$ cat src/rtl/smbCfgPkg.sv
package smbCfgPkg;
  typedef struct packed {
    logic shiftIn;
    logic capCmd;
    logic storeByte;
    logic loadTx;
    logic shiftTx;
  } ctrlStb_t;

  typedef enum logic [2:0] {S_IDLE, S_RX, S_RXACK, S_TX, S_TXACK} busState_t;
  typedef enum logic [1:0] {R_ADDR, R_CMD, R_DATA} byteRole_t;
endpackage

$ cat src/rtl/smbCfgFilter.sv
module smbCfgFilter (
  input  logic clk,
  input  logic rstN,
  input  logic sclIn,
  input  logic sdaIn,
  output logic sdaLvl,
  output logic sclRise,
  output logic sclFall,
  output logic startDet,
  output logic stopDet
);
  localparam int LINES = 2;
  logic [LINES-1:0] rawIn, lvl, prevLvl;
  assign rawIn = {sdaIn, sclIn};

  for (genvar g = 0; g < LINES; g++) begin : g_line
    logic [1:0] syncQ;
    logic [2:0] hist;
    always_ff @(posedge clk or negedge rstN) begin
      if (!rstN) begin
        syncQ      <= '1;
        hist       <= '1;
        lvl[g]     <= 1'b1;
        prevLvl[g] <= 1'b1;
      end else begin
        syncQ      <= {syncQ[0], rawIn[g]};
        hist       <= {hist[1:0], syncQ[1]};
        lvl[g]     <= (hist[0] & hist[1]) | (hist[1] & hist[2]) | (hist[0] & hist[2]);
        prevLvl[g] <= lvl[g];
      end
    end
  end

  assign sdaLvl   = lvl[1];
  assign sclRise  = lvl[0] & ~prevLvl[0];
  assign sclFall  = ~lvl[0] & prevLvl[0];
  assign startDet = lvl[0] & prevLvl[0] & prevLvl[1] & ~lvl[1];
  assign stopDet  = lvl[0] & prevLvl[0] & ~prevLvl[1] & lvl[1];
endmodule

$ cat src/rtl/smbCfgCtrl.sv
module smbCfgCtrl
  import smbCfgPkg::*;
#(
  parameter logic [6:0] DEV_ADDR = 7'h69
) (
  input  logic       clk,
  input  logic       rstN,
  input  logic       sdaLvl,
  input  logic       sclRise,
  input  logic       sclFall,
  input  logic       startDet,
  input  logic       stopDet,
  input  logic [7:0] rxByte,
  input  logic       txBit,
  output ctrlStb_t   stb,
  output logic       sdaOe
);
  localparam logic [3:0] BYTE_BITS = 4'd8;

  busState_t  state;
  byteRole_t  role;
  logic [3:0] bitCnt;
  logic       ackDrive, isRead, mAck;
  logic       byteDone;

  assign byteDone = sclFall && (bitCnt == BYTE_BITS);

  always_ff @(posedge clk or negedge rstN) begin
    if (!rstN) begin
      state    <= S_IDLE;
      role     <= R_ADDR;
      bitCnt   <= '0;
      ackDrive <= 1'b0;
      isRead   <= 1'b0;
      mAck     <= 1'b0;
    end else if (startDet) begin
      state    <= S_RX;
      role     <= R_ADDR;
      bitCnt   <= '0;
      ackDrive <= 1'b0;
    end else if (stopDet) begin
      state    <= S_IDLE;
      ackDrive <= 1'b0;
    end else begin
      unique case (state)
        S_RX: begin
          if (sclRise) bitCnt <= bitCnt + 4'd1;
          else if (byteDone) begin
            bitCnt <= '0;
            if (role == R_ADDR && rxByte[7:1] != DEV_ADDR) state <= S_IDLE;
            else begin
              state    <= S_RXACK;
              ackDrive <= 1'b1;
              if (role == R_ADDR) isRead <= rxByte[0];
            end
          end
        end
        S_RXACK: if (sclFall) begin
          ackDrive <= 1'b0;
          if (role == R_ADDR && isRead) state <= S_TX;
          else begin
            state <= S_RX;
            role  <= (role == R_ADDR) ? R_CMD : R_DATA;
          end
        end
        S_TX: begin
          if (sclRise) bitCnt <= bitCnt + 4'd1;
          else if (byteDone) begin
            bitCnt <= '0;
            state  <= S_TXACK;
          end
        end
        S_TXACK: begin
          if (sclRise) mAck <= ~sdaLvl;
          else if (sclFall) state <= mAck ? S_TX : S_IDLE;
        end
        default: ;
      endcase
    end
  end

  always_comb begin
    stb           = '0;
    stb.shiftIn   = (state == S_RX) && sclRise;
    stb.capCmd    = (state == S_RX) && byteDone && role == R_CMD;
    stb.storeByte = (state == S_RX) && byteDone && role == R_DATA;
    stb.loadTx    = ((state == S_RXACK) && sclFall && role == R_ADDR && isRead)
                  || ((state == S_TXACK) && sclFall && mAck);
    stb.shiftTx   = (state == S_TX) && sclFall && (bitCnt != BYTE_BITS);
    if (startDet || stopDet) stb = '0;
  end

  assign sdaOe = ackDrive | ((state == S_TX) & ~txBit);
endmodule

$ cat src/rtl/smbCfgData.sv
module smbCfgData
  import smbCfgPkg::*;
#(
  parameter int                      NUM_REGS = 8,
  parameter logic [NUM_REGS*8-1:0]   REG_INIT = '1
) (
  input  logic                  clk,
  input  logic                  rstN,
  input  ctrlStb_t              stb,
  input  logic                  sdaLvl,
  output logic [7:0]            rxByte,
  output logic                  txBit,
  output logic [NUM_REGS*8-1:0] regBank
);
  localparam int PTR_W = 7;
  localparam int IDX_W = (NUM_REGS > 1) ? $clog2(NUM_REGS) : 1;

  logic [7:0]       regs [NUM_REGS];
  logic [7:0]       rxSr, txSr;
  logic [PTR_W-1:0] ptr;
  logic             cntNext, inRange;
  logic [IDX_W-1:0] idx;

  assign inRange = ptr < PTR_W'(NUM_REGS);
  assign idx     = ptr[IDX_W-1:0];

  always_ff @(posedge clk or negedge rstN) begin
    if (!rstN) rxSr <= '0;
    else if (stb.shiftIn) rxSr <= {rxSr[6:0], sdaLvl};
  end

  always_ff @(posedge clk or negedge rstN) begin
    if (!rstN) begin
      for (int i = 0; i < NUM_REGS; i++) regs[i] <= REG_INIT[i*8 +: 8];
      txSr    <= '0;
      ptr     <= '0;
      cntNext <= 1'b0;
    end else begin
      if (stb.capCmd) begin
        cntNext <= ~rxSr[7];
        ptr     <= rxSr[7] ? rxSr[6:0] : '0;
      end
      if (stb.storeByte) begin
        if (cntNext) cntNext <= 1'b0;
        else begin
          if (inRange) regs[idx] <= rxSr;
          ptr <= ptr + 1'b1;
        end
      end
      if (stb.loadTx) begin
        if (cntNext) begin
          txSr    <= 8'(NUM_REGS);
          cntNext <= 1'b0;
        end else begin
          txSr <= inRange ? regs[idx] : 8'h00;
          ptr  <= ptr + 1'b1;
        end
      end
      if (stb.shiftTx) txSr <= {txSr[6:0], 1'b0};
    end
  end

  for (genvar g = 0; g < NUM_REGS; g++) begin : g_out
    assign regBank[g*8 +: 8] = regs[g];
  end

  assign rxByte = rxSr;
  assign txBit  = txSr[7];
endmodule

$ cat src/rtl/smbCfgSlave.sv
module smbCfgSlave
  import smbCfgPkg::*;
#(
  parameter logic [6:0]            DEV_ADDR = 7'h69,
  parameter int                    NUM_REGS = 8,
  parameter logic [NUM_REGS*8-1:0] REG_INIT = 64'hFF00_FFFF_FFFF_FFFF,
  parameter int                    ALT_BYTE = 6,
  parameter int                    ALT_BIT  = 5
) (
  input  logic                  clk,
  input  logic                  rstN,
  input  logic                  sclIn,
  input  logic                  sdaIn,
  output logic                  sdaOe,
  output logic [NUM_REGS*8-1:0] regBank,
  output logic                  altFreqTable
);
  localparam int ALT_POS = ALT_BYTE * 8 + ALT_BIT;

  logic       sdaLvl, sclRise, sclFall, startDet, stopDet, txBit;
  logic [7:0] rxByte;
  ctrlStb_t   stb;

  smbCfgFilter filt_i (
    .clk(clk), .rstN(rstN), .sclIn(sclIn), .sdaIn(sdaIn),
    .sdaLvl(sdaLvl), .sclRise(sclRise), .sclFall(sclFall),
    .startDet(startDet), .stopDet(stopDet)
  );

  smbCfgCtrl #(.DEV_ADDR(DEV_ADDR)) ctrl_i (
    .clk(clk), .rstN(rstN), .sdaLvl(sdaLvl), .sclRise(sclRise),
    .sclFall(sclFall), .startDet(startDet), .stopDet(stopDet),
    .rxByte(rxByte), .txBit(txBit), .stb(stb), .sdaOe(sdaOe)
  );

  smbCfgData #(.NUM_REGS(NUM_REGS), .REG_INIT(REG_INIT)) data_i (
    .clk(clk), .rstN(rstN), .stb(stb), .sdaLvl(sdaLvl),
    .rxByte(rxByte), .txBit(txBit), .regBank(regBank)
  );

  assign altFreqTable = regBank[ALT_POS];
endmodule

$ cat config.mk
export PLATFORM = sky130hd
export DESIGN_NAME = smbCfgSlave
export DESIGN_NICKNAME = d
export VERILOG_FILES = /design/src/rtl/smbCfgPkg.sv /design/src/rtl/smbCfgFilter.sv /design/src/rtl/smbCfgCtrl.sv /design/src/rtl/smbCfgData.sv /design/src/rtl/smbCfgSlave.sv
export SDC_FILE = /design/constraint.sdc
export NUM_CORES = 1
export LEC_CHECK = 0
export BUFFER_PORTS_ARGS = -buffer_cell sky130_fd_sc_hd__buf_2
export CORE_MARGIN = 1.5
export CORE_UTILIZATION = 52
export CTS_CLUSTER_DIAMETER = 200
export DETAILED_ROUTE_END_ITERATION = 12
export HOLD_SLACK_MARGIN = 0.05
export PLACE_DENSITY = 0.72
export SLEW_MARGIN = 25
export SYNTH_ARGS = -nofsm -noshare
export SYNTH_HDL_FRONTEND = slang
export SYNTH_HIERARCHICAL = 1
export SYNTH_SLANG_ARGS = --single-unit
$ cat constraint.sdc
create_clock -name clk -period 2.32 [get_ports clk]
set_input_delay 0.348 -clock clk [delete_from_list [all_inputs] [get_ports clk]]
set_output_delay 0.348 -clock clk [all_outputs]
set_load 0.02 [all_outputs]
==> results by group <==
Synthesis
  • Post-synthesis cell area: 5450 sq um
  • Top FF cell, synth: dfstp_2
  • Yosys top cell area share: 0.337
  • Sequential fraction of the synthesis area: 0.539
  • Post-synth EDFFs: 0
  • Post-synth net total: 402
  • Synth async-reset ratio: 1.00
  • Yosys warning count: 6
  • Synth cell types: 59
  • Post-synth top area cell: dfstp_2
  • Synthesized flop and latch total: 114
  • Synth area leaders: dfstp_2 34%, dfrtp_1 20%, mux2_2 15%
  • Synth top cells by count: 75 x mux2_2, 70 x dfstp_2, 44 x dfrtp_1
  • Count leader, synth: mux2_2
  • Syn_area_per_cell: 13.8 sq um
  • Synthesized instance count: 395

Cells and area
  • Register area: 2940 sq um
  • Filler Cell Count: 691
  • Area of the multi-input gates: 2540 sq um
  • Layout cells sized above 1: 0.656
  • Post-route design area: 7140 sq um
  • Antenna diodes: 0
  • Nets@finish: 517
  • Area grow syn2layout: 30.9%

Detailed routing
  • # DRC: 0
  • WL met1: 5.96 mm
  • Avg Vias per Cell: 5.97
  • Drt pass-1 iters: 5
  • DRT iter0 DRCs: 222
  • Routed length on met2: 7.17 mm
  • Wire length per cell: 21.6 microns
  • DR vias: 3937
  • Antenna Nets Post-Route: 0
  • Detail Route met3 WL: 810 microns
  • Final WL: 14.2 mm
  • Top Metal Used: met4

Global route
  • Global-route wire length before repair: 22.5 mm
  • Largest net degree at the start of global routing: 47
  • Vias in the first global route: 4039
  • Overflow after GRT: 0
  • Antenna violations before repair: 0
  • Global Route Usage Sum: 0.273

Clock tree
  • Clock sink total: 114
  • Max clock buf depth: 2
  • CTS Buf Count: 17
  • H-tree depth: 4
  • Clock Latency Late Sink: 0.53 ns
  • TritonCTS clock tree: done
  • Root Buffer: clkbuf_8
  • Clk slew on worst S/H paths: 0.06 ns

Job
  • Max-cap violations: 0

Power and ir drop
  • Worst IR Drop VDD: 0.554 mV
  • Pwr per Cell Area: 780 nW/um^2
  • Clock power share: 0.489
  • Sw frac: 0.262
  • Internal Power: 4.11 mW
  • Sequential share of power: 0.425
  • Combinational power share: 0.086
  • Lkg Pwr: 3.24 nW
  • Sw Pwr: 1.46 mW

Status
  • Failing checks: negative setup slack
  • Status: finished with violations

Die
  • Die Wd: 105 microns
  • Initial Utilization: 0.533
  • Die area: 11100 sq um
  • Core Footprint: 10200 sq um
  • Die Ht: 105 microns
  • Site Rows: 37
  • Ports: 70

STA
  • Min cycle time layout: 2.38 ns
  • Skew final: 0.0116 ns
  • Worst hold slack: 0.356 ns
  • Setup WS post-layout: -0.0553 ns
  • Final Cycle Share: 1.02
  • Fmax: 421 MHz
  • Fin. Hold Viols: 0
  • Worst slew margin: 0.553
  • Setup Viol. Count Final: 32
  • Final TNS setup: -1.12 ns
  • Worst-margin pin slew: 0.670 ns
  • Max-slew violation count: 0
  • RSZ-0062 raised after global routing: yes

Worst setup path
  • CP Data Required Time: 2.78 ns
  • Cell Chain, Critical Path: nor2b_4, and4b_1, nand3_4, nor3b_4, nand4bb_1, buf_6, nor3b_4, buf_6, mux2_2
  • Setup CP Type: reg2reg
  • CP peak stage delay: 0.53 ns
  • Crit start category: register
  • Kind of end point of the critical path: register
  • R2R Setup Slk: -0.06 ns
  • CP arrival: 2.83 ns
  • Crit Path Max Fanout: 6
  • CP max-delay cell: dfstp_2

Hold path
  • HP Class: in2async

Place
  • Pre-CTS setup slack: -0.140 ns
  • Placed Area: 6280 sq um
  • I/O Buffers: 69
  • HPWL Detailed: 9.32 mm
  • Gpl congestion: 0.851
-- state kept, by name, summed over array words and instances (netlist names), 3 cells and up --
register and count:
filt_i/g_line.hist 6, filt_i/g_line.syncQ 4, data_i/rxByte 8, data_i/ptr 7
data_i/regBank 64, ctrl_i/state 3, ctrl_i/bitCnt 4, data_i/txSr 8
-- final timing paths --
| kind | cells after the start | start | endpoint |
|---|---|---|---|
| max | 9 | filt_i/prevLvl[0] | data_i/regBank[35] |
| min | 2 | rstN | ctrl_i/bitCnt[2] |
| max reg2reg | 9 | filt_i/prevLvl[0] | data_i/regBank[35] |
| min reg2reg | 0 | filt_i/g_line[0].syncQ[1] | filt_i/g_line[0].hist[0] |
| max in group asynchronous | 3 | rstN | data_i/regBank[27] |
| min in group clk | 0 | filt_i/g_line[0].syncQ[1] | filt_i/g_line[0].hist[0] |
-- layer usage --
metal | global-route usage | up-vias
li1 | - | 1712
met1 | 0.350 | 2037
met2 | 0.443 | 164
met3 | 0.0767 | 24
met4 | 0.106 | 0
met5 | 0 | -
-- per-stage QoR --
| stage | util | power (mW) | instances |
|---|---|---|---|
| 2_1_floorplan | - | 2.59 | 395 |
| 3_3_place_gp | 0.614 | 2.82 | 620 |
| 3_5_place_dp | 0.614 | 2.84 | 620 |
| 4_1_cts | 0.687 | 5.60 | 655 |
| 5_1_grt | 0.698 | 5.75 | 659 |
| 6_report | 0.698 | 5.57 | 659 |
-- cell families after synthesis --
| logic type | count (synthesis) | synth area share |
|---|---|---|
| buffers and inverters | 34 | 0.0280 |
| AND/OR/NAND/NOR | 79 | 0.106 |
| AO/OA/AOI/OAI | 59 | 0.0732 |
| adder cells (fa/ha/maj) | 5 | 0.0110 |
| multiplexers | 103 | 0.241 |
| flip-flops | 114 | 0.539 |
| XOR/XNOR | 1 | 0.00161 |
-- worst max-delay path: cells and delay by family, from the launching register on --
family,cells,cell delay [ns]
AND/OR/NAND/NOR,6,1.09
flip-flops,1,0.53
buffers and inverters,2,0.35
multiplexers,1,0.34
-- cell usage in the layout (no fill, tap or decap), types with 13 or more instances in the layout --
cell type  count
mux2_2        54
clkbuf_16     17
buf_4         43
mux2_4        21
dfstp_2       70
nor2_1        14
a21oi_1       13
buf_2         68
dfrtp_1       44
mux4_2        15
-- power by group through the flow --
stage | sequential (mW) | clock, mW | combinational (mW)
after CTS | 2.35 | 2.77 | 0.481
after global routing | 2.38 | 2.84 | 0.529
final | 2.36 | 2.72 | 0.480
after detailed placement | 2.38 | 0 | 0.462
after floorplan | 2.21 | 0 | 0.375
after global placement | 2.37 | 0 | 0.448
-- cell type report --
class / count / area share
clock buffers: 22 / 0.0664
clock inverters: 10 / 0.0205
inverters: 5 / 0.00263
multi-input cells: 247 / 0.355
flip-flops and latches: 114 / 0.412
well taps: 136 / 0.0238
repair buffers: 125 / 0.119
-- repair_timing --
item                       4_1_cts  5_1_grt
pin swaps                        6        6
buffers inserted                 0        4
cloned                           0        0
gates resized for setup         29       19
hold endpoints to repair        12        0
hold buffers                     3        0
setup endpoints to repair       52       68
(Power assumes the default switching activity.)
